`src/rtl/conv_pkg.sv`:
```
package conv_pkg;
  typedef enum logic [1:0] {
    ST_IDLE    = 2'd0,
    ST_SAMPLE  = 2'd1,
    ST_CONVERT = 2'd2
  } conv_state_e;
endpackage

```
`src/rtl/conv_rst_sync.sv`:
```
module conv_rst_sync #(
  parameter int STAGES = 2
) (
  input  logic clk,
  input  logic rst_n,
  output logic rst_sync_n
);
  logic [STAGES-1:0] shift_q;

  always_ff @(posedge clk or negedge rst_n) begin
    if (!rst_n) shift_q <= '0;
    else        shift_q <= {shift_q[STAGES-2:0], 1'b1};
  end

  assign rst_sync_n = shift_q[STAGES-1];
endmodule

```
`src/rtl/conv_seq.sv`:
```
module conv_seq
  import conv_pkg::*;
#(
  parameter int WIDTH      = 12,
  parameter int SAMPLE_CYC = 200
) (
  input  logic                     clk,
  input  logic                     rst_n,
  input  logic                     sel,
  input  logic                     hben,
  output logic                     busy,
  output logic                     sar_clr,
  output logic                     step,
  output logic [$clog2(WIDTH)-1:0] bit_idx
);
  localparam int CNT_W = $clog2(SAMPLE_CYC + 1);
  localparam int IDX_W = $clog2(WIDTH);

  conv_state_e      state_q, state_d;
  logic [CNT_W-1:0] cnt_q, cnt_d;
  logic [IDX_W-1:0] idx_q, idx_d;
  logic             sel_q;
  logic             start_req;

  // fresh select edge with the low byte chosen
  assign start_req = sel && !sel_q && !hben;

  always_comb begin
    state_d = state_q;
    cnt_d   = cnt_q;
    idx_d   = idx_q;
    sar_clr = 1'b0;
    step    = 1'b0;
    unique case (state_q)
      ST_IDLE: begin
        if (start_req) begin
          state_d = ST_SAMPLE;
          cnt_d   = '0;
          sar_clr = 1'b1;
        end
      end
      ST_SAMPLE: begin
        if (cnt_q == CNT_W'(SAMPLE_CYC - 1)) begin
          state_d = ST_CONVERT;
          idx_d   = IDX_W'(WIDTH - 1);
        end else begin
          cnt_d = cnt_q + 1'b1;
        end
      end
      ST_CONVERT: begin
        step = 1'b1;
        if (idx_q == '0) state_d = ST_IDLE;
        else             idx_d   = idx_q - 1'b1;
      end
      default: state_d = ST_IDLE;
    endcase
  end

  always_ff @(posedge clk or negedge rst_n) begin
    if (!rst_n) begin
      state_q <= ST_IDLE;
      cnt_q   <= '0;
      idx_q   <= '0;
      sel_q   <= 1'b0;
    end else begin
      state_q <= state_d;
      sel_q   <= sel;
      if (state_q != ST_IDLE || start_req) cnt_q <= cnt_d;
      if (state_q != ST_IDLE)              idx_q <= idx_d;
    end
  end

  assign busy    = (state_q != ST_IDLE);
  assign bit_idx = idx_q;
endmodule

```
`src/rtl/conv_sar.sv`:
```
module conv_sar #(
  parameter int WIDTH = 12
) (
  input  logic                     clk,
  input  logic                     rst_n,
  input  logic                     clr,
  input  logic                     step,
  input  logic [$clog2(WIDTH)-1:0] bit_idx,
  input  logic                     comp_hi,
  output logic [WIDTH-1:0]         dac_code,
  output logic [WIDTH-1:0]         result
);
  logic [WIDTH-1:0] sar_q, sar_d;
  logic [WIDTH-1:0] lat_q, lat_d;
  logic [WIDTH-1:0] trial;
  logic [WIDTH-1:0] decided;
  logic             last;

  assign trial   = WIDTH'(1) << bit_idx;
  assign decided = comp_hi ? (sar_q & ~trial) : (sar_q | trial);
  assign last    = step && (bit_idx == '0);

  always_comb begin
    sar_d = sar_q;
    if (clr)       sar_d = '0;
    else if (step) sar_d = decided;
    lat_d = last ? decided : lat_q;
  end

  always_ff @(posedge clk or negedge rst_n) begin
    if (!rst_n) begin
      sar_q <= '0;
      lat_q <= '0;
    end else begin
      if (clr || step) sar_q <= sar_d;
      if (last)        lat_q <= lat_d;
    end
  end

  assign dac_code = step ? (sar_q | trial) : sar_q;
  assign result   = lat_q;
endmodule

```
`src/rtl/conv_bus.sv`:
```
module conv_bus #(
  parameter int WIDTH  = 12,
  parameter int BYTE_W = 8
) (
  input  logic             sel,
  input  logic             hben,
  input  logic [WIDTH-1:0] word,
  output logic [WIDTH-1:0] data_out,
  output logic             data_oe
);
  logic [WIDTH-1:0] hi_part;

  assign hi_part  = word >> BYTE_W;
  assign data_oe  = sel;
  assign data_out = !sel ? '0 : (hben ? hi_part : word);
endmodule

```
`src/rtl/sar_conv_ctrl.sv`:
```
module sar_conv_ctrl #(
  parameter int WIDTH     = 12,
  parameter int BYTE_W    = 8,
  parameter int CLK_MHZ   = 200,
  parameter int SAMPLE_NS = 1000
) (
  input  logic             clk,
  input  logic             rst_n,
  input  logic             cs_n,
  input  logic             rd_n,
  input  logic             hben,
  input  logic             comp_hi,
  output logic             busy,
  output logic [WIDTH-1:0] dac_code,
  output logic [WIDTH-1:0] data_out,
  output logic             data_oe
);
  localparam int SAMPLE_RAW = (CLK_MHZ * SAMPLE_NS + 999) / 1000;
  localparam int SAMPLE_CYC = (SAMPLE_RAW < 1) ? 1 : SAMPLE_RAW;
  localparam int IDX_W      = $clog2(WIDTH);

  logic             rst_core_n;
  logic             sel;
  logic             sar_clr;
  logic             step;
  logic [IDX_W-1:0] bit_idx;
  logic [WIDTH-1:0] latch_word;

  assign sel = !cs_n && !rd_n;

  conv_rst_sync #(.STAGES(2)) u_rst (
    .clk        (clk),
    .rst_n      (rst_n),
    .rst_sync_n (rst_core_n)
  );

  conv_seq #(.WIDTH(WIDTH), .SAMPLE_CYC(SAMPLE_CYC)) u_seq (
    .clk     (clk),
    .rst_n   (rst_core_n),
    .sel     (sel),
    .hben    (hben),
    .busy    (busy),
    .sar_clr (sar_clr),
    .step    (step),
    .bit_idx (bit_idx)
  );

  conv_sar #(.WIDTH(WIDTH)) u_sar (
    .clk      (clk),
    .rst_n    (rst_core_n),
    .clr      (sar_clr),
    .step     (step),
    .bit_idx  (bit_idx),
    .comp_hi  (comp_hi),
    .dac_code (dac_code),
    .result   (latch_word)
  );

  conv_bus #(.WIDTH(WIDTH), .BYTE_W(BYTE_W)) u_bus (
    .sel      (sel),
    .hben     (hben),
    .word     (latch_word),
    .data_out (data_out),
    .data_oe  (data_oe)
  );
endmodule

```
`config.mk`:
```
export PLATFORM = sky130hd
export DESIGN_NAME = sar_conv_ctrl
export DESIGN_NICKNAME = d
export VERILOG_FILES = /design/src/rtl/conv_pkg.sv /design/src/rtl/conv_rst_sync.sv /design/src/rtl/conv_seq.sv /design/src/rtl/conv_sar.sv /design/src/rtl/conv_bus.sv /design/src/rtl/sar_conv_ctrl.sv
export SDC_FILE = /design/constraint.sdc
export NUM_CORES = 1
export LEC_CHECK = 0
export ABC_CLOCK_PERIOD_IN_PS = 1900
export CAP_MARGIN = 20
export CORE_ASPECT_RATIO = 1.2
export CORE_UTILIZATION = 55
export CTS_BUF_LIST = sky130_fd_sc_hd__clkbuf_8
export DETAILED_ROUTE_END_ITERATION = 10
export GPL_TIMING_DRIVEN = 1
export PLACE_DENSITY = 0.81
export SETUP_SLACK_MARGIN = 0.5
export SYNTH_ARGS = -nofsm -noshare
export SYNTH_HDL_FRONTEND = slang
export SYNTH_SLANG_ARGS = --single-unit
export TNS_END_PERCENT = 10
```
`constraint.sdc`:
```
create_clock -name clk -period 1.9 [get_ports clk]
set_input_delay 0.19 -clock clk [delete_from_list [all_inputs] [get_ports clk]]
set_output_delay 0.19 -clock clk [all_outputs]
set_load 0.01 [all_outputs]
```
==> flow_metrics.tcl, run 1 <==
set metrics [dict create \
    leakage_nw 1.57 \
    place_congestion 0.933 \
    grt_pass1_vias 2044 \
    hpwl_mm 3.95 \
    ant_nets 0 \
    cp_slowest_stage_delay_ps 540 \
    n_antenna_cell 0 \
    preCtsSetupSlack_ps 6.16 \
    cts_buffer_depth 2 \
    critPathMaxFanout 8 \
    nets 345 \
    holdBufCountCts 0 \
    worst-endpoint-required_ps 2110 \
    setup_viol 0 \
    intPower_w 0.00212 \
    crit_family "simple AND/OR/NAND/NOR gates" \
    power.density_nw_per_um2 985 \
    fin_tns_setup_ps 0 \
    ios 32 \
    hold_viol 0 \
    path_clk_slew_ps 90 \
    cap_violations 0 \
    switching_share 0.351 \
    yosys_warnings 0 \
    antenna_found_initial 0 \
    synth_area_leaders "dfrtp_1, ha_1, nand2_1, o21ai_0, a21oi_1" \
    drive_above_1_share 0.347 \
    gr-total-overflow 0 \
    wirelength_mm 7.05 \
    port-buffer-count 31 \
    grt_pass1_wl_mm 10.2 \
    seqPwrFrac 0.337 \
    drt_first_pass_iters 5 \
    dieWidth_um 61.2 \
    ys_seq_area_frac 0.444 \
    root_buffer "clkbuf_8" \
    slew_viol_final 0 \
    syn-cell-area_sq_um 2310 \
    layout_setup_ws_ps 98.9 \
    cts.htree.levels 2 \
    cp_slowest_cell "or4_4" \
    rows 25 \
    start_kind "register" \
    area_growth_pct 43.5 \
    clk-insertion-delay-late_ps 300 \
    initial_core_util 0.582 \
    switching_power_w 0.00115 \
    rsz0062_at_grt "yes" \
    yosysUniqueCellTypes 46 \
    netlist.area_leader.share 0.444 \
    synth_nets 270 \
    p_comb_frac 0.404 \
    end_kind "register" \
    path_buf_inv 0 \
    vdd_drop_max_v 0.000790 \
    multiInputGateArea_sq_um 1370 \
    ys_ff_latch 41 \
    async_flop_share 1.00 \
    design.core.area_sq_um 3970 \
    grt_max_degree 40 \
    clock_sink_count 41 \
    numCtsBuffers 5 \
    drc 0 \
    vias 2342 \
    yosysTopAreaCell "dfrtp_1" \
    outcome "finished, final reports clean" \
    syn_avg_cell_area_sq_um 9.07 \
    n_fill_cell 231 \
    min_period_ps 1800 \
    cts_tree "done" \
    path_cells "ha_2 > nand4_1 > or4_4 > a21oi_2 > mux2i_1" \
    arrival_ps 2010 \
    drtIter0Drc 225 \
    power_frac_clock 0.259 \
    hold_ws_ps 45.6 \
    grt.total_usage 0.317 \
    synth_flop_cell "dfrtp_1" \
    skew_ps 9.03 \
    finalCritPeriodShare 0.948 \
    via_per_inst 6.08 \
    die_h_um 73.0 \
    worstHoldPathType "in2async" \
    crit_type "reg2reg" \
    fmax_mhz 555 \
    wl_per_cell_um 18.3 \
    regArea_sq_um 1030 \
    syn_inst 255 \
    die-area_sq_um 4470 \
    synth_edf_count 0 \
]
## Yosys cell counts, types with 2 or more instances
library cell	number
a21oi_1	19
a22o_1	2
a31o_2	4
and2_1	8
and3_2	2
buf_2	4
clkbuf_1	9
dfrtp_1	41
ha_1	9
inv_1	20
mux2i_1	8
nand2_1	29
nand2b_1	2
nand3_1	3
nand4_1	6
nand4b_1	2
nor2_1	11
nor3_1	9
o211ai_1	2
o21ai_0	21
o22ai_1	2
o31ai_1	3
o41ai_1	9
or3_1	8
## cell type report
class                           instances  share of cell area
Timing Repair Buffer                   84               0.193
Sequential cell                        41               0.310
Clock buffer                            5              0.0207
Clock inverter                          3              0.0196
Multi-Input combinational cell        178               0.413
Tap cell                               54              0.0204
Inverter                               20              0.0234
## through the flow
step	cell area (sq um)	instances	util	power, W
6_report	3320	385	0.835	0.00327
5_1_grt	3320	385	0.835	0.00342
4_1_cts	3190	379	0.802	0.00308
3_5_place_dp	2860	353	0.719	0.00221
3_3_place_gp	2860	353	0.719	0.00217
2_1_floorplan	2340	255	-	0.00173
## layout by cell type, fill, tap and decap left out, drive strengths merged, types with 5 or more instances in the layout
| master | instances |
|---|---|
| nand4 | 6 |
| clkbuf | 5 |
| nor3 | 9 |
| nand2 | 29 |
| nor2 | 11 |
| and2 | 8 |
| or3 | 8 |
| o21ai | 21 |
| dlygate4sd2 | 15 |
| inv | 20 |
| mux2i | 8 |
| ha | 9 |
| a31o | 5 |
| buf | 65 |
| o41ai | 10 |
| dfrtp | 41 |
| a21oi | 19 |
## repair_timing
| item | CTS | global route |
|---|---|---|
| pin swaps | 10 | 3 |
| gates cloned | 1 | 0 |
| endpoints found under the setup margin | 63 | 64 |
| endpoints found under the hold margin | 0 | 0 |
| gates resized for setup | 103 | 17 |
| buffers inserted | 17 | 6 |
## state kept, by name (all words and copies together) (netlist names)
register / cells
u_seq.bit_idx: 4
u_rst.shift_q: 2
u_sar.result: 12
u_seq.state_q: 2
u_seq.sel_q: 1
u_seq.cnt_q: 8
u_sar.sar_q: 12
## routing by layer
metal  global-route usage  part of all wire
met5                    0                 0
met4                0.119             0.040
met3               0.0674             0.056
met2                0.493              0.51
met1                0.431              0.40
## power groups by stage
| stage | registers (W) | clock network (W) | logic (W) |
|---|---|---|---|
| final | 0.00110 | 0.000845 | 0.00132 |
| after global routing | 0.00112 | 0.000885 | 0.00142 |
| after CTS | 0.00109 | 0.000854 | 0.00113 |
| after detailed placement | 0.00111 | 0 | 0.00110 |
| after global placement | 0.00110 | 0 | 0.00107 |
| after floorplan | 0.00110 | 0 | 0.000624 |
## worst paths after layout
path,start,end,slack [ps],depth (start not counted)
worst max-delay path,u_seq.cnt_q[0]$_DFFE_PN0P_,u_seq.state_q[0]$_DFFE_PN0P_,100,5
worst min-delay path,rst_n,u_rst.shift_q[1]$_DFF_PN0_,50,1
worst max register to register,u_seq.cnt_q[0]$_DFFE_PN0P_,u_seq.state_q[0]$_DFFE_PN0P_,100,5
worst min register to register,u_rst.shift_q[1]$_DFF_PN0_,u_seq.cnt_q[7]$_DFFE_PN0P_,280,1
max in group asynchronous,u_rst.shift_q[1]$_DFF_PN0_,u_seq.bit_idx[0]$_DFFE_PN0P_,1230,1
min in group clk,u_rst.shift_q[0]$_DFF_PN0_,u_rst.shift_q[1]$_DFF_PN0_,350,0
## kinds of logic (layout without fill, tap and decap cells)
logic type	count (synthesis)	after routing	synth area share
AO/OA/AOI/OAI	74	74	0.213
adder cells (fa/ha/maj)	9	9	0.0487
buffers and inverters	36	112	0.0682
flip-flops	41	41	0.444
multiplexers	8	8	0.0346
other	1	1	0.00162
AND/OR/NAND/NOR	86	86	0.190
Power figures use the tool's default switching activity.
==> inputs of run 2 (changes only) <==
HOLD_SLACK_MARGIN = 0.06   (was unset)
==> run 2 against run 1 <==
Worst setup slack gained 15 ps. Largest cell class unchanged. Global-route usage is essentially flat. Clock-buffer cell count is the same. Final cell count grew 0.26%. Final area grew 0.30%. Highest routed layer unchanged. Core utilization grew 0.25 points.
==> flow_metrics.tcl, run 2 (same netlist as run 1, synthesis figures left out) <==
set metrics [dict create \
    hpwl_mm 3.95 \
    vias 2369 \
    drt_first_pass_iters 5 \
    ff2ff_path_depth 5 \
    cts.htree.levels 2 \
    grt_pass1_vias 2047 \
    fin_tns_setup_ps 0 \
    finalCritPeriodShare 0.940 \
    worstMarginPinSlew_ps 506 \
    layout_common_cells "buf_4, dfrtp_1, nand2_1" \
    final_common_cell "buf_4" \
    grt.total_usage 0.317 \
    cts_buffer_depth 2 \
    port-buffer-count 31 \
    nets 346 \
    slew_viol_final 0 \
    leakage_nw 1.58 \
    n_antenna_cell 0 \
    min_period_ps 1790 \
    wirelength_mm 7.12 \
    vdd_drop_max_v 0.000791 \
    die-area_sq_um 4470 \
    hold_viol 0 \
    clk-insertion-delay-late_ps 300 \
    area_growth_pct 43.9 \
    grt_pass1_wl_mm 10.2 \
    initial_core_util 0.582 \
    design.core.area_sq_um 3970 \
    drive_above_1_share 0.346 \
    rsz0062_at_grt "yes" \
    grt_max_degree 40 \
    r2r_start "u_seq.cnt_q[0]$_DFFE_PN0P_" \
    antenna_found_initial 0 \
    cap_violations 0 \
    worst_slew_margin_rel 0.662 \
    outcome "finished, final reports clean" \
    clock_sink_count 41 \
    cts_tree "done" \
    ant_nets 0 \
    worstReg2RegEnd "u_seq.state_q[0]$_DFFE_PN0P_" \
    drtIter0Drc 209 \
    n_fill_cell 230 \
    rrSetupSlack_ps 110 \
    crit_type "reg2reg" \
    wl_per_cell_um 18.4 \
    die_h_um 73.0 \
    fmax_mhz 560 \
    via_per_inst 6.14 \
    end_kind "register" \
    drc 0 \
    worst-endpoint-required_ps 2110 \
    worstHoldPathType "reg2async" \
    gr-total-overflow 0 \
    power.density_nw_per_um2 984 \
    dp_cells 353 \
    place_congestion 0.933 \
    root_buffer "clkbuf_8" \
    stdcell_count 386 \
    ios 32 \
    arrival_ps 2000 \
    path_clk_slew_ps 80 \
    setup_viol 0 \
    rows 25 \
    dieWidth_um 61.2 \
    critPathMaxFanout 8 \
    start_kind "register" \
    numCtsBuffers 5 \
    skew_ps 4.09 \
]
run 2: changes by cell type in the layout (fill, tap and decap cells not counted), sizes merged:
cell,change
dlygate4sd3,+1
run 2: cell type report:
class | instances | area (sq um) | area share
clock buffers | 5 | 68.8 | 0.0207
multi-input cells | 178 | 1370 | 0.411
clock inverters | 3 | 65.1 | 0.0196
inverters | 20 | 77.6 | 0.0233
well taps | 54 | 67.6 | 0.0203
repair buffers | 85 | 649 | 0.195
flip-flops and latches | 41 | 1030 | 0.310
run 2: per-stage QoR:
step / cell area, sq um / total power [W] / hold slack, ps / worst slack, ps / util
after floorplan: 2340 / 0.00173 / -106 / 216 / -
after global placement: 2860 / 0.00217 / 311 / 65.2 / 0.719
after detailed placement: 2860 / 0.00221 / 314 / 6.16 / 0.719
after CTS: 3200 / 0.00308 / 320 / 176 / 0.805
after global routing: 3330 / 0.00342 / 361 / 45.4 / 0.837
final: 3330 / 0.00327 / 300 / 114 / 0.837
run 2: worst max path at each step:
stage / from / endpoint / slack, ps / cells after the start
after floorplan: u_seq.cnt_q[0]$_DFFE_PN0P_ / u_seq.cnt_q[2]$_DFFE_PN0P_ / 220 / 6
final: u_seq.cnt_q[0]$_DFFE_PN0P_ / u_seq.state_q[0]$_DFFE_PN0P_ / 110 / 5
after CTS: u_seq.bit_idx[1]$_DFFE_PN0P_ / dac_code[3] / 180 / 5
after global placement: hben / data_out[9] / 70 / 5
after global routing: u_seq.cnt_q[0]$_DFFE_PN0P_ / u_seq.bit_idx[0]$_DFFE_PN0P_ / 50 / 7
after detailed placement: hben / data_out[8] / 6 / 5
run 2: repair_timing:
action	4_1_cts	5_1_grt
hold buffers	1	0
endpoints found under the hold margin	2	0
gates cloned	1	0
setup buffers	17	6
resized for setup	103	17
endpoints found under the setup margin	63	64
pin swaps	10	3
run 2: worst max-delay path, cell delays in order, from the launching register on:
cell     delay [ps]
dfrtp_1         360
ha_2            200
nand4_1         170
or4_4           540
a21oi_2         190
mux2i_1         240
run 2: layer usage:
layer | wire [um] | track usage
met5 | 0 | 0
met4 | 276 | 0.119
met3 | 491 | 0.0674
met2 | 3580 | 0.493
met1 | 2770 | 0.432
run 2: power breakdown:
group | switching, W | internal [W]
Sequential | 0.0000941 | 0.00101
Combinational | 0.000735 | 0.000593
Clock | 0.000321 | 0.000522
Total | 0.00115 | 0.00212
